===== src/rtl/dds_pkg.sv =====
package dds_pkg;
  localparam int unsigned DEF_ACC_W  = 48;
  localparam int unsigned DEF_DAC_W  = 12;
  localparam int unsigned DEF_BYTE_W = 8;
  localparam int unsigned NUM_INC    = 2;

  typedef enum logic {
    INC_A = 1'b0,
    INC_B = 1'b1
  } inc_sel_e;
endpackage


===== src/rtl/dds_wr_gate.sv =====
module dds_wr_gate
  import dds_pkg::*;
#(
  parameter int unsigned NUM_BYTES = 6,
  parameter int unsigned BIDX_W    = 3
) (
  input  logic              clk_i,
  input  logic              rst_ni,
  input  logic              wr_en_i,
  input  logic              wr_sel_i,
  input  logic [BIDX_W-1:0] wr_byte_idx_i,
  input  logic              commit_i,
  input  logic              sel_i,
  output logic [NUM_INC-1:0] byte_we_o,
  output logic [NUM_INC-1:0] commit_o,
  output logic              wr_err_o
);
  logic hits_active;
  logic idx_ok;
  logic err_q;

  assign hits_active = (wr_sel_i == sel_i);
  assign idx_ok      = int'(wr_byte_idx_i) < int'(NUM_BYTES);

  for (genvar g = 0; g < NUM_INC; g++) begin : g_lane
    logic target;
    assign target       = (wr_sel_i == g[0]) && !hits_active;
    assign byte_we_o[g] = wr_en_i && idx_ok && target;
    assign commit_o[g]  = commit_i && target;
  end

  always_ff @(posedge clk_i or negedge rst_ni) begin
    if (!rst_ni) err_q <= 1'b0;
    else         err_q <= (wr_en_i || commit_i) && hits_active;
  end

  assign wr_err_o = err_q;
endmodule


===== src/rtl/dds_inc_bank.sv =====
module dds_inc_bank #(
  parameter int unsigned ACC_W  = 48,
  parameter int unsigned BYTE_W = 8,
  parameter int unsigned BIDX_W = 3,
  localparam int unsigned NUM_BYTES = ACC_W / BYTE_W
) (
  input  logic              clk_i,
  input  logic              rst_ni,
  input  logic              byte_we_i,
  input  logic [BIDX_W-1:0] byte_idx_i,
  input  logic [BYTE_W-1:0] byte_data_i,
  input  logic              commit_i,
  output logic [ACC_W-1:0]  active_o
);
  logic [ACC_W-1:0] shadow_q;
  logic [ACC_W-1:0] active_q;

  for (genvar b = 0; b < NUM_BYTES; b++) begin : g_byte
    always_ff @(posedge clk_i or negedge rst_ni) begin
      if (!rst_ni) begin
        shadow_q[b*BYTE_W +: BYTE_W] <= '0;
      end else if (byte_we_i && byte_idx_i == BIDX_W'(b)) begin
        shadow_q[b*BYTE_W +: BYTE_W] <= byte_data_i;
      end
    end
  end

  // commit samples the pre-edge shadow, so a same-edge byte lands afterwards
  always_ff @(posedge clk_i or negedge rst_ni) begin
    if (!rst_ni)       active_q <= '0;
    else if (commit_i) active_q <= shadow_q;
  end

  assign active_o = active_q;
endmodule


===== src/rtl/dds_accum.sv =====
module dds_accum #(
  parameter int unsigned ACC_W  = 48,
  parameter int unsigned ADDR_W = 14
) (
  input  logic              clk_i,
  input  logic              rst_ni,
  input  logic              sel_i,
  input  logic [ACC_W-1:0]  inc_a_i,
  input  logic [ACC_W-1:0]  inc_b_i,
  output logic [ACC_W-1:0]  phase_o,
  output logic [ADDR_W-1:0] addr_o
);
  logic [ACC_W-1:0] step;
  logic [ACC_W-1:0] phase_q;

  assign step = sel_i ? inc_b_i : inc_a_i;

  // modulo 2^ACC_W: carry out is discarded
  always_ff @(posedge clk_i or negedge rst_ni) begin
    if (!rst_ni) phase_q <= '0;
    else         phase_q <= phase_q + step;
  end

  assign phase_o = phase_q;
  assign addr_o  = phase_q[ACC_W-1 -: ADDR_W];
endmodule


===== src/rtl/dds_phase_acc.sv =====
module dds_phase_acc
  import dds_pkg::*;
#(
  parameter int unsigned ACC_W  = DEF_ACC_W,
  parameter int unsigned DAC_W  = DEF_DAC_W,
  parameter int unsigned BYTE_W = DEF_BYTE_W,
  localparam int unsigned ADDR_W    = DAC_W + 2,
  localparam int unsigned NUM_BYTES = ACC_W / BYTE_W,
  localparam int unsigned BIDX_W    = $clog2(NUM_BYTES + 1)
) (
  input  logic              clk_i,
  input  logic              rst_ni,
  input  logic              wr_en_i,
  input  logic              wr_sel_i,
  input  logic [BIDX_W-1:0] wr_byte_idx_i,
  input  logic [BYTE_W-1:0] wr_data_i,
  input  logic              commit_i,
  input  logic              sel_i,
  output logic [ACC_W-1:0]  phase_o,
  output logic [ADDR_W-1:0] addr_o,
  output logic              wr_err_o
);
  logic [NUM_INC-1:0] byte_we;
  logic [NUM_INC-1:0] commit;
  logic [ACC_W-1:0]   inc_act [NUM_INC];

  dds_wr_gate #(
    .NUM_BYTES(NUM_BYTES),
    .BIDX_W   (BIDX_W)
  ) i_wr_gate (
    .clk_i        (clk_i),
    .rst_ni       (rst_ni),
    .wr_en_i      (wr_en_i),
    .wr_sel_i     (wr_sel_i),
    .wr_byte_idx_i(wr_byte_idx_i),
    .commit_i     (commit_i),
    .sel_i        (sel_i),
    .byte_we_o    (byte_we),
    .commit_o     (commit),
    .wr_err_o     (wr_err_o)
  );

  for (genvar g = 0; g < NUM_INC; g++) begin : g_bank
    dds_inc_bank #(
      .ACC_W (ACC_W),
      .BYTE_W(BYTE_W),
      .BIDX_W(BIDX_W)
    ) i_bank (
      .clk_i      (clk_i),
      .rst_ni     (rst_ni),
      .byte_we_i  (byte_we[g]),
      .byte_idx_i (wr_byte_idx_i),
      .byte_data_i(wr_data_i),
      .commit_i   (commit[g]),
      .active_o   (inc_act[g])
    );
  end

  dds_accum #(
    .ACC_W (ACC_W),
    .ADDR_W(ADDR_W)
  ) i_accum (
    .clk_i  (clk_i),
    .rst_ni (rst_ni),
    .sel_i  (sel_i),
    .inc_a_i(inc_act[INC_A]),
    .inc_b_i(inc_act[INC_B]),
    .phase_o(phase_o),
    .addr_o (addr_o)
  );
endmodule


===== config.mk =====
export PLATFORM = sky130hd
export DESIGN_NAME = dds_phase_acc
export DESIGN_NICKNAME = d
export VERILOG_FILES = /design/src/rtl/dds_pkg.sv /design/src/rtl/dds_wr_gate.sv /design/src/rtl/dds_inc_bank.sv /design/src/rtl/dds_accum.sv /design/src/rtl/dds_phase_acc.sv
export SDC_FILE = /design/constraint.sdc
export NUM_CORES = 1
export LEC_CHECK = 0
export BUFFER_PORTS_ARGS = -buffer_cell sky130_fd_sc_hd__buf_2
export CAP_MARGIN = 25
export CORE_MARGIN = 4
export CORE_UTILIZATION = 30
export DETAILED_ROUTE_END_ITERATION = 8
export PLACE_DENSITY = 0.49
export REMOVE_ABC_BUFFERS = 1
export SLEW_MARGIN = 40
export SYNTH_ARGS = -nofsm -noshare
export SYNTH_HDL_FRONTEND = slang
export SYNTH_SLANG_ARGS = --single-unit

===== constraint.sdc =====
create_clock -name clk_i -period 2.7 [get_ports clk_i]
set_input_delay 0.27 -clock clk_i [delete_from_list [all_inputs] [get_ports clk_i]]
set_output_delay 0.27 -clock clk_i [all_outputs]
set_load 0.01 [all_outputs]

==> results.toml <==
[sta]
timing.final.crit_share_pct = 110
final_period_minus_worst_setup_slack_ps = 2970
tightest_slew_ps = 790
hold_violations = 0
fmax_mhz = 336
rsz0062_at_grt = "yes"
final.setup.worst_slack_ps = -272
slew-limit-headroom_pct = 47.1
setup_viol = 24
fin_skew_ps = 12.2
final-max-slew-violation-count = 0

[worst_setup_path]
slowest_delay_ps = 380
timing.critical_path.cells = "mux2_4, ha_4, fa_2, a21oi_4, o21ai_2, a21oi_2, buf_4, o211ai_4, o21ai_4, o211ai_1, o41ai_2, buf_4, or2_2, nand4_1"
highest_net_fanout_along_the_worst_path = 3
setup.worst_path.end_class = "flop"
worstPathArrival_ps = 3380
timing.critical_path.from_type = "flop"
critPathRequiredTime_ps = 3100
worst-setup-path-type = "reg -> reg"
crit_top_cell = "sky130_fd_sc_hd__buf_4"
critical_path.slowest_cell = "sky130_fd_sc_hd__dfrtp_1"

[global_routing]
via_count_of_the_first_global_routing_pass = 8720
grt_pass1_wl_um = 49800
antenna_found_initial = 0
global_route.usage.total_pct = 14.9
grt_remaining_overflow = 0
grt_max_degree = 86

[cts]
cts_htree_levels = 1
cts.path.max_buffers = 3
tritoncts.num_buffers = 27
later_pin_clock_latency_in_the_skew_report_ps = 530
tritoncts = "done"
root_buffer = "sky130_fd_sc_hd__clkbuf_16"
numClockSinks = 241
clk_pin_slew_ps = 60

[logic_synthesis]
synth_area_leader_cell = "sky130_fd_sc_hd__dfrtp_1"
postSynth.topFlopCell = "sky130_fd_sc_hd__dfrtp_1"
yosysUniqueCellTypes = 58
postSynthAreaPerCell_um2 = 12.8
number_of_cells_produced_by_synthesis = 918
synth_warnings = 0
mappedNetlistArea_um2 = 11700
synth.top_cells.by_area = "sky130_fd_sc_hd__dfrtp_1 (51%), sky130_fd_sc_hd__mux2_2 (23%), sky130_fd_sc_hd__ha_1 (5.2%), sky130_fd_sc_hd__a21oi_1 (2.3%), sky130_fd_sc_hd__xnor2_1 (2.2%)"
async_reset_ff_share_pct = 100
synth-seq-area-share_pct = 51.4
postSynthRegisterBits = 241
yosys.area.top_type_share_pct = 51.4
count_of_flip_flops_with_a_built_in_enable_after_synthesis = 0

[floorplanning]
fp.coreArea_um2 = 38600
fp-row-count = 72
die_y_extent_um = 206
die_area_um2 = 42400
starting_density_of_the_core_pct = 30.4
chipWidth_um = 206
io_pins = 80

[placed_design]
place.port_buffers = 79
gp_congestion = 0.838
dpl.hpwl_um = 21800
post-place-cells = 1657
placement.setup.worst_slack_ps = -937

[routing]
vias = 8138
drt_via_density = 4.70
totalWireLength_um = 31300
detailedRoute.firstIterationViolations = 329
postRouteAntennaNets = 0
post_drt_wl_per_cell_um = 18.1
detail_route.first_pass.iterations = 7
number_of_drc_violations_after_detailed_routing = 0

[layout]
layout_common_cells = "sky130_fd_sc_hd__dfrtp_1 (241), sky130_fd_sc_hd__mux2_2 (230), sky130_fd_sc_hd__buf_4 (200), sky130_fd_sc_hd__buf_2 (78), sky130_fd_sc_hd__a21oi_1 (38)"
nFillCells = 3622
layout_cells_excl_fill = 1731
final_core_util_pct = 41.5
final_layout_size_suffix_gt1_share_pct = 57.2
syn_to_final_growth_pct = 36.5
number_of_nets_in_the_finished_design = 1261
final_common_cell = "sky130_fd_sc_hd__dfrtp_1"
diodes = 0

[power]
max-vdd-ir-drop_mv = 0.424
leakagePower_nw = 7.61
pwr_density_cell_nw_per_um2 = 1190

[run_status]
run_status = "complete, but fails checks"
failed_checks = "setup timing"

[flow_run]
cap_violations = 0

[worst_hold_path]
worstHoldPathType = "in -> reg"
-- power breakdown --
group	leakage [nW]	internal, mW	switching, mW
registers	3.04	4.72	0.701
clock network	0.447	2.24	1.50
logic	4.13	5.34	4.63
total	7.61	12.3	6.83
-- critical path: cells and delay by family (launching register included) --
kind            cells  cell delay [ps]
mux                 1              290
fa+ha+maj           2              540
buf+inv             2              300
simple gates        2              180
flops               1              380
compound gates      7             1140
-- cell type report --
cell class / instances / area [µm²] / area share [%]
clock buffers: 35 / 786 / 4.90
clock inverters: 13 / 133 / 0.828
inverters: 14 / 52.6 / 0.328
multi-input cells: 607 / 6150 / 38.4
flip-flops and latches: 241 / 6030 / 37.6
well taps: 518 / 648 / 4.05
repair buffers: 303 / 2220 / 13.9
-- logic make-up after synthesis --
group / share of synthesized area (%)
compound gates: 9.39
flops: 51.4
fa+ha+maj: 5.39
buf+inv: 2.70
xor+xnor: 3.36
mux: 23.0
simple gates: 4.79
-- sequential cells by signal, summed over array words and instances, names as in the netlist --
| signal | count |
|---|---|
| i_accum.phase_o | 48 |
| g_bank.i_bank.shadow_q | 96 |
| i_wr_gate.wr_err_o | 1 |
| g_bank.i_bank.active_o | 96 |
-- synth_stat cells, types with 2 or more instances --
master and count:
sky130_fd_sc_hd__nor3_1 6, sky130_fd_sc_hd__nand4_1 12, sky130_fd_sc_hd__xnor2_1 30, sky130_fd_sc_hd__a31oi_1 8, sky130_fd_sc_hd__o211ai_2 3, sky130_fd_sc_hd__buf_4 14
sky130_fd_sc_hd__o21a_1 6, sky130_fd_sc_hd__o21ai_1 3, sky130_fd_sc_hd__and3_1 3, sky130_fd_sc_hd__nor2b_1 2, sky130_fd_sc_hd__inv_1 14, sky130_fd_sc_hd__o31ai_1 4
sky130_fd_sc_hd__nand2b_1 4, sky130_fd_sc_hd__or2_2 3, sky130_fd_sc_hd__and4_1 3, sky130_fd_sc_hd__nand3_1 12, sky130_fd_sc_hd__nand3b_1 2, sky130_fd_sc_hd__nor2_1 30
sky130_fd_sc_hd__a21oi_1 53, sky130_fd_sc_hd__o211ai_1 3, sky130_fd_sc_hd__o21ai_0 24, sky130_fd_sc_hd__clkbuf_1 33, sky130_fd_sc_hd__ha_1 49, sky130_fd_sc_hd__o21bai_1 8
sky130_fd_sc_hd__dfrtp_1 241, sky130_fd_sc_hd__a31oi_4 2, sky130_fd_sc_hd__a21o_1 29, sky130_fd_sc_hd__buf_1 8, sky130_fd_sc_hd__xor2_1 15, sky130_fd_sc_hd__mux2_2 239
sky130_fd_sc_hd__nand2_1 28
-- metrics by stage --
| stage | power, mW | TNS [ps] | area (µm²) | hold WS (ps) |
|---|---|---|---|---|
| detailed placement | 13.7 | -23140 | 14100 | 328 |
| CTS | 18.8 | -2860 | 15700 | 79.8 |
| finish | 19.1 | -3180 | 16000 | 82.1 |
| floorplan | 9.80 | -448 | 11500 | -25.6 |
| global placement | 13.7 | -23150 | 14100 | 326 |
| global route | 20.5 | -6700 | 16000 | 88.0 |
-- repair_timing --
action | in CTS | in global routing
hold buffers | 1 | 0
endpoints found under the hold margin | 78 | 0
setup buffers | 17 | 15
cloned | 0 | 0
pin swaps | 47 | 31
endpoints found under the setup margin | 34 | 31
resized for setup | 112 | 39
-- final timing paths --
path | slack (ps) | cells past startpoint | start | endpoint
max | -270 | 14 | g_bank[0].i_bank.active_o[0] | i_accum.phase_o[44]
min in group asynchronous | 310 | 2 | rst_ni | g_bank[0].i_bank.active_o[46]
min reg2reg | 500 | 1 | g_bank[0].i_bank.shadow_q[4] | g_bank[0].i_bank.active_o[4]
min | 80 | 2 | commit_i | i_wr_gate.wr_err_o
max in group asynchronous | 1590 | 3 | rst_ni | g_bank[0].i_bank.shadow_q[26]
max reg2reg | -270 | 14 | g_bank[0].i_bank.active_o[0] | i_accum.phase_o[44]
-- per-layer routing --
layer / track usage [%] / share of wire (%)
met1: 21.4 / 48
met2: 24.1 / 47
met3: 1.80 / 2.8
met4: 3.73 / 1.9
met5: 0 / 0
Note: power is estimated with default switching activity, not from simulation.
